--- src/rtl/bt_pkg.sv ---
package bt_pkg;
  typedef enum logic [2:0] {
    ST_IDLE,
    ST_CLAIM,
    ST_RWAIT,
    ST_XFER,
    ST_BACKOFF
  } bt_state_e;

  localparam logic [3:0] CMD_MEM_RD = 4'b0110;
  localparam logic [3:0] CMD_MEM_WR = 4'b0111;
  localparam logic [3:0] CMD_CFG_RD = 4'b1010;
  localparam logic [3:0] CMD_CFG_WR = 4'b1011;
endpackage

--- src/rtl/bt_decode.sv ---
module bt_decode
  import bt_pkg::*;
#(
  parameter int          ADDR_W    = 32,
  parameter int          IDX_W     = 3,
  parameter logic [31:0] BASE_ADDR = 32'h0000_2000
) (
  input  logic [ADDR_W-1:0] ad,
  input  logic [3:0]        cmd,
  input  logic              sel,
  output logic              hit,
  output logic              is_rd,
  output logic [IDX_W-1:0]  idx
);
  localparam int TAG_LO = IDX_W + 2;

  logic mem_cmd;
  logic cfg_cmd;
  logic in_win;

  always_comb begin
    mem_cmd = (cmd == CMD_MEM_RD) || (cmd == CMD_MEM_WR);
    cfg_cmd = (cmd == CMD_CFG_RD) || (cmd == CMD_CFG_WR);
    in_win  = (ad[ADDR_W-1:TAG_LO] == BASE_ADDR[ADDR_W-1:TAG_LO]);
    hit     = (mem_cmd && in_win) || (cfg_cmd && sel);
    // bit 0 of every decoded command separates read (0) from write (1)
    is_rd   = !cmd[0];
    idx     = ad[TAG_LO-1:2];
  end
endmodule

--- src/rtl/bt_regfile.sv ---
module bt_regfile #(
  parameter int WORDS  = 8,
  parameter int IDX_W  = 3,
  parameter int DATA_W = 32
) (
  input  logic              clk,
  input  logic              rst_n,
  input  logic              we,
  input  logic [IDX_W-1:0]  idx,
  input  logic [DATA_W-1:0] wdata,
  input  logic [DATA_W/8-1:0] be_n,
  output logic [DATA_W-1:0] rdata
);
  localparam int LANES = DATA_W / 8;

  logic [DATA_W-1:0] word_arr [WORDS];

  for (genvar w = 0; w < WORDS; w++) begin : g_word
    logic              word_en;
    logic [DATA_W-1:0] word_q;
    logic [DATA_W-1:0] word_d;

    always_comb begin
      word_en = we && (idx == IDX_W'(w));
      word_d  = word_q;
      for (int l = 0; l < LANES; l++) begin
        if (!be_n[l]) word_d[8*l +: 8] = wdata[8*l +: 8];
      end
    end

    always_ff @(posedge clk or negedge rst_n) begin
      if (!rst_n)       word_q <= '0;
      else if (word_en) word_q <= word_d;
    end

    assign word_arr[w] = word_q;
  end

  assign rdata = word_arr[idx];
endmodule

--- src/rtl/bt_fsm.sv ---
module bt_fsm
  import bt_pkg::*;
#(
  parameter int WORDS = 8,
  parameter int IDX_W = 3
) (
  input  logic             clk,
  input  logic             rst_n,
  input  logic             frame_n,
  input  logic             irdy_n,
  input  logic             addr_hit,
  input  logic             addr_rd,
  input  logic [IDX_W-1:0] addr_idx,
  output logic             addr_phase,
  output logic             devsel_act,
  output logic             trdy_act,
  output logic             stop_act,
  output logic             oe_act,
  output logic             wr_en,
  output logic [IDX_W-1:0] cur_idx
);
  localparam logic [IDX_W-1:0] LAST_IDX = IDX_W'(WORDS - 1);

  bt_state_e        state_q, state_d;
  logic [IDX_W-1:0] idx_q, idx_d;
  logic             rd_q, rd_d;
  logic             frame_q;
  logic             last_word;
  logic             done;
  logic             ctx_en;

  always_comb begin
    addr_phase = (state_q == ST_IDLE) && !frame_n && frame_q;
    last_word  = (idx_q == LAST_IDX);
    done       = (state_q == ST_XFER) && !irdy_n;
  end

  // next-state logic
  always_comb begin
    state_d = state_q;
    idx_d   = idx_q;
    rd_d    = rd_q;
    ctx_en  = 1'b0;
    unique case (state_q)
      ST_IDLE: begin
        if (addr_phase && addr_hit) begin
          state_d = ST_CLAIM;
          idx_d   = addr_idx;
          rd_d    = addr_rd;
          ctx_en  = 1'b1;
        end
      end
      ST_CLAIM:  state_d = rd_q ? ST_RWAIT : ST_XFER;
      ST_RWAIT:  state_d = ST_XFER;
      ST_XFER: begin
        if (done) begin
          if (frame_n) begin
            state_d = ST_IDLE;
          end else if (last_word) begin
            state_d = ST_BACKOFF;
          end else begin
            idx_d  = idx_q + 1'b1;
            ctx_en = 1'b1;
          end
        end
      end
      ST_BACKOFF: if (frame_n) state_d = ST_IDLE;
      default:    state_d = ST_IDLE;
    endcase
  end

  // registers
  always_ff @(posedge clk or negedge rst_n) begin
    if (!rst_n) begin
      state_q <= ST_IDLE;
      frame_q <= 1'b1;
    end else begin
      state_q <= state_d;
      frame_q <= frame_n;
    end
  end

  always_ff @(posedge clk or negedge rst_n) begin
    if (!rst_n) begin
      idx_q <= '0;
      rd_q  <= 1'b0;
    end else if (ctx_en) begin
      idx_q <= idx_d;
      rd_q  <= rd_d;
    end
  end

  // output decode
  always_comb begin
    devsel_act = (state_q == ST_RWAIT) || (state_q == ST_XFER) || (state_q == ST_BACKOFF);
    trdy_act   = (state_q == ST_XFER);
    stop_act   = ((state_q == ST_XFER) && last_word) || (state_q == ST_BACKOFF);
    oe_act     = rd_q && ((state_q == ST_RWAIT) || (state_q == ST_XFER));
    wr_en      = done && !rd_q;
    cur_idx    = idx_q;
  end

  // a completed non-final phase below the last word steps the index by one
  p_idx_step_r7: assert property (@(posedge clk) disable iff (!rst_n)
    (done && !frame_n && !last_word) |=> (idx_q == $past(idx_q) + 1'b1));

  // after a disconnect the block stays in backoff while the frame is held
  p_backoff_hold_r10: assert property (@(posedge clk) disable iff (!rst_n)
    ((state_q == ST_BACKOFF) && !frame_n) |=> (state_q == ST_BACKOFF));
endmodule

--- src/rtl/bus_target_ctrl.sv ---
module bus_target_ctrl #(
  parameter int          WORDS     = 8,
  parameter logic [31:0] BASE_ADDR = 32'h0000_2000
) (
  input  logic        clk,
  input  logic        rst_n,
  input  logic [31:0] ad_in,
  output logic [31:0] ad_out,
  output logic        ad_oe,
  input  logic [3:0]  cbe_n,
  input  logic        frame_n,
  input  logic        irdy_n,
  input  logic        idsel,
  output logic        devsel_n,
  output logic        trdy_n,
  output logic        stop_n
);
  localparam int ADDR_W = 32;
  localparam int IDX_W  = (WORDS > 1) ? $clog2(WORDS) : 1;

  logic             addr_hit;
  logic             addr_rd;
  logic [IDX_W-1:0] addr_idx;
  logic             addr_phase;
  logic             devsel_act;
  logic             trdy_act;
  logic             stop_act;
  logic             oe_act;
  logic             wr_en;
  logic [IDX_W-1:0] cur_idx;
  logic [31:0]      rdata;

  bt_decode #(
    .ADDR_W    (ADDR_W),
    .IDX_W     (IDX_W),
    .BASE_ADDR (BASE_ADDR)
  ) u_decode (
    .ad    (ad_in),
    .cmd   (cbe_n),
    .sel   (idsel),
    .hit   (addr_hit),
    .is_rd (addr_rd),
    .idx   (addr_idx)
  );

  bt_fsm #(
    .WORDS (WORDS),
    .IDX_W (IDX_W)
  ) u_fsm (
    .clk        (clk),
    .rst_n      (rst_n),
    .frame_n    (frame_n),
    .irdy_n     (irdy_n),
    .addr_hit   (addr_hit),
    .addr_rd    (addr_rd),
    .addr_idx   (addr_idx),
    .addr_phase (addr_phase),
    .devsel_act (devsel_act),
    .trdy_act   (trdy_act),
    .stop_act   (stop_act),
    .oe_act     (oe_act),
    .wr_en      (wr_en),
    .cur_idx    (cur_idx)
  );

  bt_regfile #(
    .WORDS  (WORDS),
    .IDX_W  (IDX_W),
    .DATA_W (32)
  ) u_regs (
    .clk   (clk),
    .rst_n (rst_n),
    .we    (wr_en),
    .idx   (cur_idx),
    .wdata (ad_in),
    .be_n  (cbe_n),
    .rdata (rdata)
  );

  assign devsel_n = !devsel_act;
  assign trdy_n   = !trdy_act;
  assign stop_n   = !stop_act;
  assign ad_oe    = oe_act;
  assign ad_out   = oe_act ? rdata : '0;

  // an address phase that does not decode leaves the claim released
  p_ignore_r2: assert property (@(posedge clk) disable iff (!rst_n)
    (addr_phase && !addr_hit) |=> devsel_n);

  // a claim appears exactly two edges after a decoded address phase
  p_claim_delay_r3: assert property (@(posedge clk) disable iff (!rst_n)
    $fell(devsel_n) |-> $past(addr_phase && addr_hit, 2));

  // the lines are only driven while the cycle is claimed
  p_oe_claimed_r4: assert property (@(posedge clk) disable iff (!rst_n)
    ad_oe |-> !devsel_n);

  // storage is written only when both ready lines are low
  p_write_gate_r5: assert property (@(posedge clk) disable iff (!rst_n)
    wr_en |-> (!irdy_n && !trdy_n));

  // read data and target-ready hold through master wait states
  p_rd_hold_r7: assert property (@(posedge clk) disable iff (!rst_n)
    (!trdy_n && irdy_n && ad_oe) |=> (!trdy_n && $stable(ad_out)));

  // a final completion releases every control output on the next clock
  p_release_r8: assert property (@(posedge clk) disable iff (!rst_n)
    (!trdy_n && !irdy_n && frame_n) |=> (devsel_n && trdy_n && stop_n && !ad_oe));

  // disconnect with data keeps stop and claim while dropping target-ready
  p_disconnect_r10: assert property (@(posedge clk) disable iff (!rst_n)
    (!trdy_n && !irdy_n && !stop_n && !frame_n) |=> (trdy_n && !stop_n && !devsel_n));
endmodule

--- config.mk ---
export PLATFORM = sky130hd
export DESIGN_NAME = bus_target_ctrl
export DESIGN_NICKNAME = d
export VERILOG_FILES = /design/src/rtl/bt_pkg.sv /design/src/rtl/bt_decode.sv /design/src/rtl/bt_regfile.sv /design/src/rtl/bt_fsm.sv /design/src/rtl/bus_target_ctrl.sv
export SDC_FILE = /design/constraint.sdc
export NUM_CORES = 1
export LEC_CHECK = 0
export BUFFER_PORTS_ARGS = -buffer_cell sky130_fd_sc_hd__buf_2
export CAP_MARGIN = 20
export CELL_PAD_IN_SITES_DETAIL_PLACEMENT = 1
export CELL_PAD_IN_SITES_GLOBAL_PLACEMENT = 2
export CORE_MARGIN = 5
export CORE_UTILIZATION = 40
export CTS_CLUSTER_DIAMETER = 200
export DETAILED_ROUTE_END_ITERATION = 12
export PLACE_DENSITY_LB_ADDON = 0.15
export SYNTH_ARGS = -nofsm -noshare
export SYNTH_HDL_FRONTEND = slang
export SYNTH_HIERARCHICAL = 1
export SYNTH_SLANG_ARGS = --single-unit
--- constraint.sdc ---
create_clock -name clk -period 2.3 [get_ports clk]
set_input_delay 0.46 -clock clk [delete_from_list [all_inputs] [get_ports clk]]
set_output_delay 0.46 -clock clk [all_outputs]
set_load 0.02 [all_outputs]
### After elaboration in Yosys (flattened, before gate mapping)

Index checks and enable logic that the tools add are counted.

* add/sub/neg operators: 1
* magnitude comparators: 1
* equality and inequality tests: 22
* mux-type cells: 21
* bitwise operators: 5
* reductions and logical operators: 68

Operators by type and width (number)
* 32-bit binary-select mux with 3-bit select: 1
* 32-bit two-way mux: 3
* 2-bit AND reduction: 32
* 27-bit by 9-bit equality test with 1-bit output, second input constant: 1
* 3-bit two-way mux: 9
* 1-bit logical AND: 17
* 3-bit equality test, second input constant: 5
* 3-bit one-hot mux with 5 select lines: 1
* 3-bit by 2-bit equality test with 1-bit output, second input constant: 4
* 4-bit by 3-bit equality test with 1-bit output, second input constant: 2
* 4-bit equality test, second input constant: 2
* 2-bit != test, second input constant: 4
* 1-bit logical NOT: 7
* 3-bit by 1-bit equality test with 1-bit output, second input constant: 2
* 3-bit logical NOT: 2
* 1-bit logical OR: 6
* 3-bit one-hot mux with 2 select lines: 1
* 6-bit AND reduction: 1
* 1-bit two-way mux: 5
* 4-bit greater-or-equal comparator, second input constant: 1
* 1-bit inverter: 4
* 3-bit inverter with 4-bit output: 1
* 4-bit AND reduction: 1
* 3-bit by 1-bit adder with 3-bit output, second input constant: 1
* other kinds (5): 5

* flip-flop bits (word level): 264
* input bits: 41
* output and inout port bits: 36
* logic and storage cells: 154

### Logic depth before layout (Yosys ltp)

Gate-level depths: netlist of the first run.

* depth in word-level cells: 8
* gate-level depth with buffers: 7
* depth with buffers taken out: 7

### By module

Netlist of the first run, hierarchy kept.

Modules (own cells, without submodules)
* bt_regfile: instances 1, cells an instance 792, area an instance 11976.5 um^2, sequential area each 6406.1 um^2
* bt_fsm: instances 1, cells an instance 47, area an instance 518.0 um^2, sequential area each 201.4 um^2
* bus_target_ctrl: instances 1, cells an instance 38, area an instance 266.5 um^2, sequential area each 0.0 um^2
* bt_decode: instances 1, cells an instance 17, area an instance 118.9 um^2, sequential area each 0.0 um^2

### Least setup slack after synthesis of the first run

Ideal clock, no wire load.

* kind: register -> output
* start point: reg u_fsm.state_q[1]
* end point: out ad_out[0]
* arrival: 1.745 ns
* data required time: 1.840 ns
* path slack: 0.095 ns
* cell stages (with the launch flop): 5
* buffers on the path: 1
* path through: dfrtp_1 inv_1 nor3b_1 clkbuf_2 and2_2

* word-level cells in the longest chain between the ends: 4
* elaborated cells on any way between the ends: 5
* those cells by class: eq/ne: 2; mux: 1; reduce/logical: 2

Ends and longest elaborated chain
* start: declaration: line bt_fsm.sv:24 `bt_state_e state_q, state_d;`
* start signal: assignment: line bt_fsm.sv:78 `state_q <= state_d;`
* 3-bit by 2-bit equality test with 1-bit output: line bt_fsm.sv:98 `oe_act = rd_q && ((state_q == ST_RWAIT) || (state_q == ST_XFER));`
* 1-bit logical OR (*): line bt_fsm.sv:98
* 1-bit logical AND (*): line bt_fsm.sv:98
* named net ad_oe: line bus_target_ctrl.sv:9 `output logic ad_oe,`
* 32-bit two-way mux (*): line bus_target_ctrl.sv:84 `assign ad_out = oe_act ? rdata : '0;`
* end: declaration: line bus_target_ctrl.sv:8 `output logic [31:0] ad_out,`

The timed path passes the listed nets; every way through them passes the cells marked *.

### Worst setup path in the final report of the first run

* start point: reg u_fsm.idx_q[1], in the netlist u_fsm/cur_idx[1]
* end point: out ad_out[9]

* word-level cells in the longest chain between the ends: 5

Ends and longest elaborated chain
* start: declaration: line bt_fsm.sv:25 `logic [IDX_W-1:0] idx_q, idx_d;`
* start signal: assignment: line bt_fsm.sv:88 `idx_q <= idx_d;`
* 3-bit inverter with 4-bit output (not written as such): line bt_regfile.sv:39 `assign rdata = word_arr[idx];`
* 32-bit binary-select mux with 3-bit select: line bt_regfile.sv:39
* 32-bit two-way mux (not written as such) (2 in series): line bt_regfile.sv:39
* named net rdata[9]: line bus_target_ctrl.sv:31 `logic [31:0] rdata;`
* 32-bit two-way mux: line bus_target_ctrl.sv:84

The timed path passes the listed nets, and every way through them passes these cells. The select of a mux whose other input is x is not followed.

==> results of run 1 <==
==> how the worst max path moves through the flow <==
stage / from / end / slack (ns) / depth (start not counted)
after detailed placement: u_fsm/cur_idx[1]$_DFFE_PN0P_ / ad_out[8] / -0.17 / 8
final: u_fsm/cur_idx[1]$_DFFE_PN0P_ / ad_out[9] / -0.57 / 7
after floorplan: u_fsm/state_q[1]$_DFFE_PN0P_ / ad_out[0] / 0.09 / 4
after CTS: u_fsm/cur_idx[1]$_DFFE_PN0P_ / ad_out[23] / -0.58 / 7
after global routing: u_fsm/cur_idx[1]$_DFFE_PN0P_ / ad_out[9] / -0.65 / 7
after global placement: u_fsm/cur_idx[1]$_DFFE_PN0P_ / ad_out[8] / -0.18 / 8
==> cell usage in the layout, fill, tap and decap left out, types with 6 or more instances in the layout <==
cell,count
o2bb2ai_1,12
buf_6,29
mux2_1,18
and2_2,19
inv_1,7
mux2_2,289
nand2_2,12
nor2_1,12
buf_4,92
mux2_4,8
dfrtp_1,260
o22ai_2,20
o22ai_1,15
buf_12,22
mux2i_1,28
mux4_2,12
clkbuf_1,8
and2_4,13
nor3_1,6
buf_2,56
a211oi_2,8
nor2_4,18
clkbuf_16,35
a221oi_2,11
==> area by class of cell <==
class / instances / area [um^2] / share of cell area
clock buffers: 43 / 849.6 / 0.05148
clock inverters: 10 / 146.4 / 0.008870
inverters: 11 / 43.79 / 0.002654
multi-input cells: 578 / 6356 / 0.3851
flip-flops and latches: 264 / 6614 / 0.4008
well taps: 402 / 503.0 / 0.03048
repair buffers: 210 / 1991 / 0.1206
==> timing repair <==
action / 4_1_cts / 5_1_grt
hold endpoints to repair: 40 / 0
resized for setup: 60 / 113
setup endpoints to repair: 35 / 99
pin swaps: 5 / 24
buffers inserted: 14 / 19
hold buffers: 1 / 0
cloned: 3 / 5
==> per-stage QoR <==
stage               utilization  instance area (um^2)  hold slack, ns  setup WS, ns
floorplan                     -                 12870          0.1644       0.09484
global placement         0.4551                 14400          0.4002       -0.1761
detailed placement       0.4551                 14400          0.4033       -0.1725
CTS                      0.5016                 15870         0.02063       -0.5796
global route             0.5217                 16500         0.02997       -0.6466
finish                   0.5217                 16500         0.04637       -0.5704
==> per-layer routing <==
| layer | vias up | track usage |
|---|---|---|
| met3 | 43 | 0.02563 |
| met2 | 137 | 0.3453 |
| li1 | 3748 | - |
| met1 | 4401 | 0.2909 |
| met5 | - | 0 |
| met4 | 2 | 0.04007 |
==> power groups by stage <==
stage                     registers [uW]  logic [uW]  clock network (uW)
after floorplan                     7590        6280                   0
final                               8010       10900                4820
after CTS                           7930        9750                4950
after global placement              7900        8790                   0
after detailed placement            7980        8930                   0
after global routing                8260       11700                5170
==> state kept, by name (all words and copies together) (netlist names) <==
signal,flops
u_fsm/frame_q,1
u_fsm/rd_q,1
u_fsm/cur_idx,3
u_regs/g_word.word_q,256
u_fsm/state_q,3
==> metrics.md, run 1 <==
| Metric | Value |
|---|---|
| Die footprint | `35870 um^2` |
| Met2 Routed Length | `18450 um` |
| Data arrival time at the worst-slack endpoint | `2.41 ns` |
| Router iterations before antenna repair | `5` |
| Switching part of the total power | `0.3362` |
| Boundary Pins | `77` |
| Post-placement cell count | `1426` |
| Hold violation total from the final report | `0` |
| Final period utilization | `1.248` |
| Final count of pins violating max slew | `0` |
| Crit-path leading delay family | `flip-flops` |
| Vias in the first global route | `9084` |
| Initial Util | `0.4069` |
| Estimated wirelength of the detail-placed design | `24140 um` |
| Global-route wire length before repair | `57130 um` |
| Delay of the slowest critical-path stage | `0.55 ns` |
| Pin slew with the least headroom to its limit | `0.4280 ns` |
| Clk Latency, worst-skew pair | `0.57 ns` |
| Required time of the critical path | `1.84 ns` |
| Leakage component of the power | `0.007531 uW` |
| Detailed-route wire length | `37640 um` |
| Clock transition at the registers of the reported paths | `0.06 ns` |
| Net count reported at finish | `1138` |
| FF-to-FF Start | `u_fsm/cur_idx[0]$_DFFE_PN0P_` |
| CTS H-Tree Depth | `1` |
| Total via count after detailed routing | `8331` |
| Cell occurring most often along the worst timing path | `buf_12` |
| Clk sink count | `264` |
| Critical setup path kind | `register to output port` |
| Core box area | `31640 um^2` |
| Logic gate share of total power | `0.460` |
| Buffers and inverters on the worst path | `3` |
| Count of maximum capacitance violations | `0` |
| Global Route Usage Sum | `0.2059` |
| Post-synthesis to final-layout area growth | `28.19%` |
| Share of total power in the clock network | `0.203` |
| Number of antenna violations at the first check in global routing | `2` |
| Worst max-slew margin expressed relative to the limit | `0.7120` |
| Top Layer Used | `met5` |
| Maximum number of pins on one net before global-route repair | `62` |
| Register share of total power | `0.337` |
| Antenna diode count | `0` |
| Die Y-Extent | `189.4 um` |
| Met3 WL post-DR | `1131 um` |
| Detailed Route Iter0 Violations | `335` |
| Post-Route M1 WL | `17320 um` |
| Post-synthesis instance total | `893` |
| Time the final worst path needs with I/O delays and setup | `2.870 ns` |
| Worst Hold Depth | `1` |
| Root Buffer Master | `clkbuf_16` |
| Avg Cell Area, Syn | `14.42 um^2` |
| Class of the most critical hold timing path | `input pin to register` |
| Vias per Instance | `5.488` |
| Cell area power density | `1439 nW/um^2` |
| GP Congestion | `0.7387` |
| Bufs on Longest Clock Path | `3` |
| Detailed-route wire length per cell | `24.79 um` |
| Critical path launch point type | `register` |
| PortBufs | `76` |
| Startpoint of the lowest-slack hold path | `frame_n` |
| Reg2reg setup slack | `0.06 ns` |
| Share of layout cells above drive strength 1 | `0.6425` |
| Max Clk Rate | `348.4 MHz` |
| CTS tree | `yes` |
| Final Non-Filler Cells | `1518` |
| Status | `finished with violations` |
| Syn_nets | `936` |
| Crit-path max FO | `9` |
| Total number of placement rows | `65` |
| Remaining DRCs | `0` |
| Post-route clock skew | `0.02008 ns` |
| Count of fill cells added during filler insertion | `3126` |
| Total overflow reported by the global router | `0` |
| Die Wd | `189.4 um` |
| Worst-case hold path end point | `u_fsm/frame_q$_DFF_PN1_` |
| Number of routed nets with antenna violations | `0` |
| Setup repair after global routing missed its margin | `yes` |
| Switching power total | `7987 uW` |
| Number of cells on the worst reg-to-reg path | `6` |
| Kind of capture point of the worst setup path | `output port` |
| Internal power component | `15770 uW` |
| Total CTS buffers | `30` |
| Cell Area, Synth | `12870 um^2` |
| Slowest cell on crit path | `dfrtp_4` |
| Failing checks | `negative setup slack` |
| Number of endpoints failing setup at the final stage | `33` |
| Final setup slack of the worst path | `-0.5704 ns` |
| Overall power after layout | `23750 uW` |
| Worst voltage drop across the vdd grid | `712.6 uV` |
| Yosys warns | `6` |
| Terminus of the critical flop-to-flop path | `u_regs/g_word[0].word_q[13]$_DFFE_PN0P_` |
| Cell Chain, Critical Path | `buf_12 -> buf_12 -> mux2i_2 -> o2bb2ai_2 -> a221oi_2 -> and2_4 -> buf_6` |
| Setup_tns | `-15.60 ns` |
(Power assumes the default switching activity.)
==> run 2, diff against run 1 <==
Settings changed: SYNTH_HIERARCHICAL 1 to unset.
==> run 2 against run 1 <==
Effect of this change: the flow still finishes with violations (negative setup slack); combinational power fell by 68%; sequential cell count stayed put; first-iteration DRC count fell by 37%; register-to-register slack about the same; sequential power fell by 37%; clock skew fell by 0.0083 ns; wire length shrank 10%; clock-buffer cell count is the same; fmax grew 7.2%; worst setup slack gained 0.19 ns; highest routed layer unchanged.
==> metrics.md, run 2 <==
| Metric | Value |
|---|---|
| Reg2reg setup slack | `0.07 ns (about the same)` |
| Count of fill cells added during filler insertion | `3005 (-3.9%)` |
| Number of cells on the worst reg-to-reg path | `8 (+2)` |
| Post-synth ARST share | `1.000` |
| Cell area power density | `874.8 nW/um^2 (-39%)` |
| PortBufs | `76 (unchanged)` |
| Pin slew with the least headroom to its limit | `0.7144 ns (+0.2864 ns)` |
| Switching part of the total power | `0.2949 (-0.04128)` |
| Commonest non-fill, non-tap cell in the layout | `dfrtp_1` |
| Cell Area, Synth | `12870 um^2 (about the same)` |
| Critical path launch point type | `register` |
| Cell type with the highest aggregate area in the netlist | `dfrtp_1` |
| Total overflow reported by the global router | `0 (unchanged)` |
| Max Clk Rate | `373.5 MHz (+7.2%)` |
| Worst-case hold path end point | `u_fsm.frame_q$_DFF_PN1_` |
| Terminus of the critical flop-to-flop path | `u_regs.g_word[6].word_q[30]$_DFFE_PN0P_` |
| Startpoint of the lowest-slack hold path | `frame_n` |
| Root Buffer Master | `clkbuf_16` |
| CTS H-Tree Depth | `1 (unchanged)` |
| Router iterations before antenna repair | `4 (-1)` |
| Most used standard cell by instance count after synthesis | `dfrtp_1` |
| Setup_tns | `-10.43 ns (+5.164 ns)` |
| Initial Util | `0.4068 (about the same)` |
| Setup repair after global routing missed its margin | `yes` |
| Clk sink count | `264 (unchanged)` |
| Number of routed nets with antenna violations | `0 (unchanged)` |
| Yosys warns | `0 (-6)` |
| Switching power total | `4037 uW (-49%)` |
| Vias in the first global route | `8891 (-2.1%)` |
| Share of the synthesized area in the top cell type | `0.5114` |
| Worst slack at placement | `-0.1992 ns (-0.02674 ns)` |
| Maximum number of pins on one net before global-route repair | `76 (+23%)` |
| Detailed Route Iter0 Violations | `210 (-37%)` |
| Remaining DRCs | `0 (unchanged)` |
| Main area contributors after synthesis | `dfrtp_1 51%, mux2_2 15%, mux4_2 11%, mux2_4 7.5%, nor2_8 3.7%` |
| Global-route wire length before repair | `53480 um (-6.4%)` |
| GP Congestion | `0.7257 (-1.8%)` |
| Register share of total power | `0.371 (+0.034)` |
| Post-synthesis instance total | `818 (-8.4%)` |
| Count of maximum capacitance violations | `0 (unchanged)` |
| Final Non-Filler Cells | `1369 (-9.8%)` |
| CTS tree | `yes` |
| Most flops, register | `u_regs.g_word.word_q` |
| Total number of placement rows | `65 (unchanged)` |
| Worst Hold Depth | `1 (unchanged)` |
| Number of antenna violations at the first check in global routing | `1 (-1)` |
| Overall power after layout | `13690 uW (-42%)` |
| Number of endpoints failing setup at the final stage | `33 (unchanged)` |
| Final count of pins violating max slew | `0 (unchanged)` |
| Die Y-Extent | `189.4 um (about the same)` |
| FF-to-FF Start | `u_fsm.cur_idx[0]$_DFFE_PN0P_` |
| Most used cells in the layout excluding fill and tap cells | `258 x dfrtp_1, 171 x mux2_2, 69 x mux2_4, 64 x mux4_2, 56 x nand2_1` |
| Share of total power in the clock network | `0.372 (+0.169)` |
| Class of the most critical hold timing path | `input pin to register` |
| Post-placement cell count | `1299 (-8.9%)` |
| Boundary Pins | `77 (unchanged)` |
| Clock transition at the registers of the reported paths | `0.06 ns (about the same)` |
| Detailed-route wire length per cell | `24.61 um (-0.74%)` |
| Net count reported at finish | `992 (-13%)` |
| Global Route Usage Sum | `0.1900 (-0.01592)` |
| Time the final worst path needs with I/O delays and setup | `2.677 ns (-0.1930 ns)` |
| Worst hold margin | `0.06417 ns (+0.01780 ns)` |
| Commonest register cell after synthesis | `dfrtp_1` |
| Final setup slack of the worst path | `-0.3774 ns (+0.1930 ns)` |
| Die footprint | `35860 um^2 (about the same)` |
| Clk Latency, worst-skew pair | `0.55 ns (-0.02 ns)` |
| Worst max-slew margin expressed relative to the limit | `0.5193 (-0.1927)` |
| Share of layout cells above drive strength 1 | `0.5801 (-0.06233)` |
| Final period utilization | `1.164 (-0.08391)` |
| Commonest cells in the netlist | `263 x dfrtp_1, 176 x mux2_2, 69 x nand2_1, 64 x mux2_4, 64 x mux4_2` |
| Count of flip-flops with a built-in enable after synthesis | `0` |
| Flip-flop count of the largest register after layout | `256 (unchanged)` |
| Vias per Instance | `5.442 (-0.84%)` |
| Estimated wirelength of the detail-placed design | `21400 um (-11%)` |
| Status | `finished with violations` |
| Leakage component of the power | `0.007827 uW (+3.9%)` |
| Logic gate share of total power | `0.257 (-0.203)` |
| Antenna diode count | `0 (unchanged)` |
| Kind of capture point of the worst setup path | `output port` |
| Critical setup path kind | `register to output port` |
| Total CTS buffers | `31 (+3.3%)` |
| Hold violation total from the final report | `0 (unchanged)` |
| Netlist cell types | `40` |
| Worst voltage drop across the vdd grid | `537.9 uV (-25%)` |
| Required time of the critical path | `1.84 ns (about the same)` |
| Total via count after detailed routing | `7450 (-11%)` |
| Post-route clock skew | `0.01174 ns (-0.008339 ns)` |
| Syn_nets | `865 (-7.6%)` |
| Data arrival time at the worst-slack endpoint | `2.22 ns (-0.19 ns)` |
| Sequential share of the synthesized area | `0.5134` |
| Bufs on Longest Clock Path | `3 (unchanged)` |
| Post-synthesis to final-layout area growth | `21.56%` |
| Crit-path max FO | `6 (-3)` |
| Die Wd | `189.4 um (about the same)` |
| Avg Cell Area, Syn | `15.73 um^2 (+9.1%)` |
| Synth Register Bits | `264` |
| Internal power component | `9649 uW (-39%)` |
| Core box area | `31640 um^2 (unchanged)` |
| Failing checks | `negative setup slack` |
| Detailed-route wire length | `33690 um (-10%)` |
-- run 2: through the flow --
stage | area (um^2) | util
final | 15650 | 0.4945
after CTS | 15390 | 0.4864
after floorplan | 12870 | -
after detailed placement | 14040 | 0.4437
after global placement | 14040 | 0.4437
after global routing | 15650 | 0.4945
-- run 2: worst max-delay path by stage --
| stage | cells past startpoint | startpoint | endpoint | slack [ns] |
|---|---|---|---|---|
| after detailed placement | 7 | ad_in[11] | u_fsm.cur_idx[0]$_DFFE_PN0P_ | -0.20 |
| final | 7 | u_fsm.cur_idx[0]$_DFFE_PN0P_ | ad_out[5] | -0.38 |
| after floorplan | 6 | u_fsm.cur_idx[0]$_DFFE_PN0P_ | ad_out[16] | 0.05 |
| after global placement | 7 | ad_in[11] | u_fsm.cur_idx[0]$_DFFE_PN0P_ | -0.13 |
| after global routing | 6 | u_fsm.cur_idx[0]$_DFFE_PN0P_ | ad_out[3] | -0.43 |
| after CTS | 6 | u_fsm.cur_idx[0]$_DFFE_PN0P_ | ad_out[11] | -0.43 |
-- run 2: layout make-up --
class / instances / area (um^2) / share of cell area
clock buffer: 43 / 870.8 / 0.05566
inverter: 5 / 21.27 / 0.001360
multi-input combinational: 510 / 6175 / 0.3947
clock inverter: 12 / 185.2 / 0.01184
timing repair buffer: 133 / 1274 / 0.08141
sequential: 264 / 6616 / 0.4229
tap: 402 / 503.0 / 0.03215
-- run 2: timing repair --
| item | CTS | global route |
|---|---|---|
| endpoints found under the hold margin | 67 | 0 |
| gates cloned | 4 | 2 |
| endpoints found under the setup margin | 34 | 101 |
| gates resized for setup | 28 | 63 |
| hold buffers | 1 | 0 |
| setup buffers | 7 | 2 |
| pin swaps | 1 | 14 |
-- run 2: cell families after synthesis --
| kind of cell | after synthesis | share of synthesized area |
|---|---|---|
| AOI/OAI and AO/OA | 44 | 0.01847 |
| adders and majority gates | 6 | 0.005833 |
| buffers and inverters | 44 | 0.01964 |
| DFF | 264 | 0.5134 |
| muxes | 324 | 0.3579 |
| and+or+nand+nor | 136 | 0.08478 |
-- run 2: routing by layer --
metal,share of wire,wire [um],up-vias,global-route usage
li1,-,-,3267,-
met1,0.43,14610,4016,0.2463
met2,0.52,17370,111,0.3385
met3,0.027,914,54,0.02765
met4,0.023,778,2,0.04452
met5,0.00039,13,-,0
-- run 2: worst max-delay path, cell delays in order, from the launching register on --
cell	delay, ns
dfrtp_4	0.51
buf_6	0.15
buf_12	0.13
buf_16	0.14
mux4_2	0.43
nand2_2	0.08
a21oi_2	0.05
buf_4	0.17
-- run 2: power by group through the flow --
stage,clock network [uW],logic [uW],registers [uW]
2_1_floorplan,0,1840,5050
3_3_place_gp,0,2870,5150
3_5_place_dp,0,2920,5180
4_1_cts,5210,3460,5070
5_1_grt,5430,3790,5110
6_report,5090,3520,5080
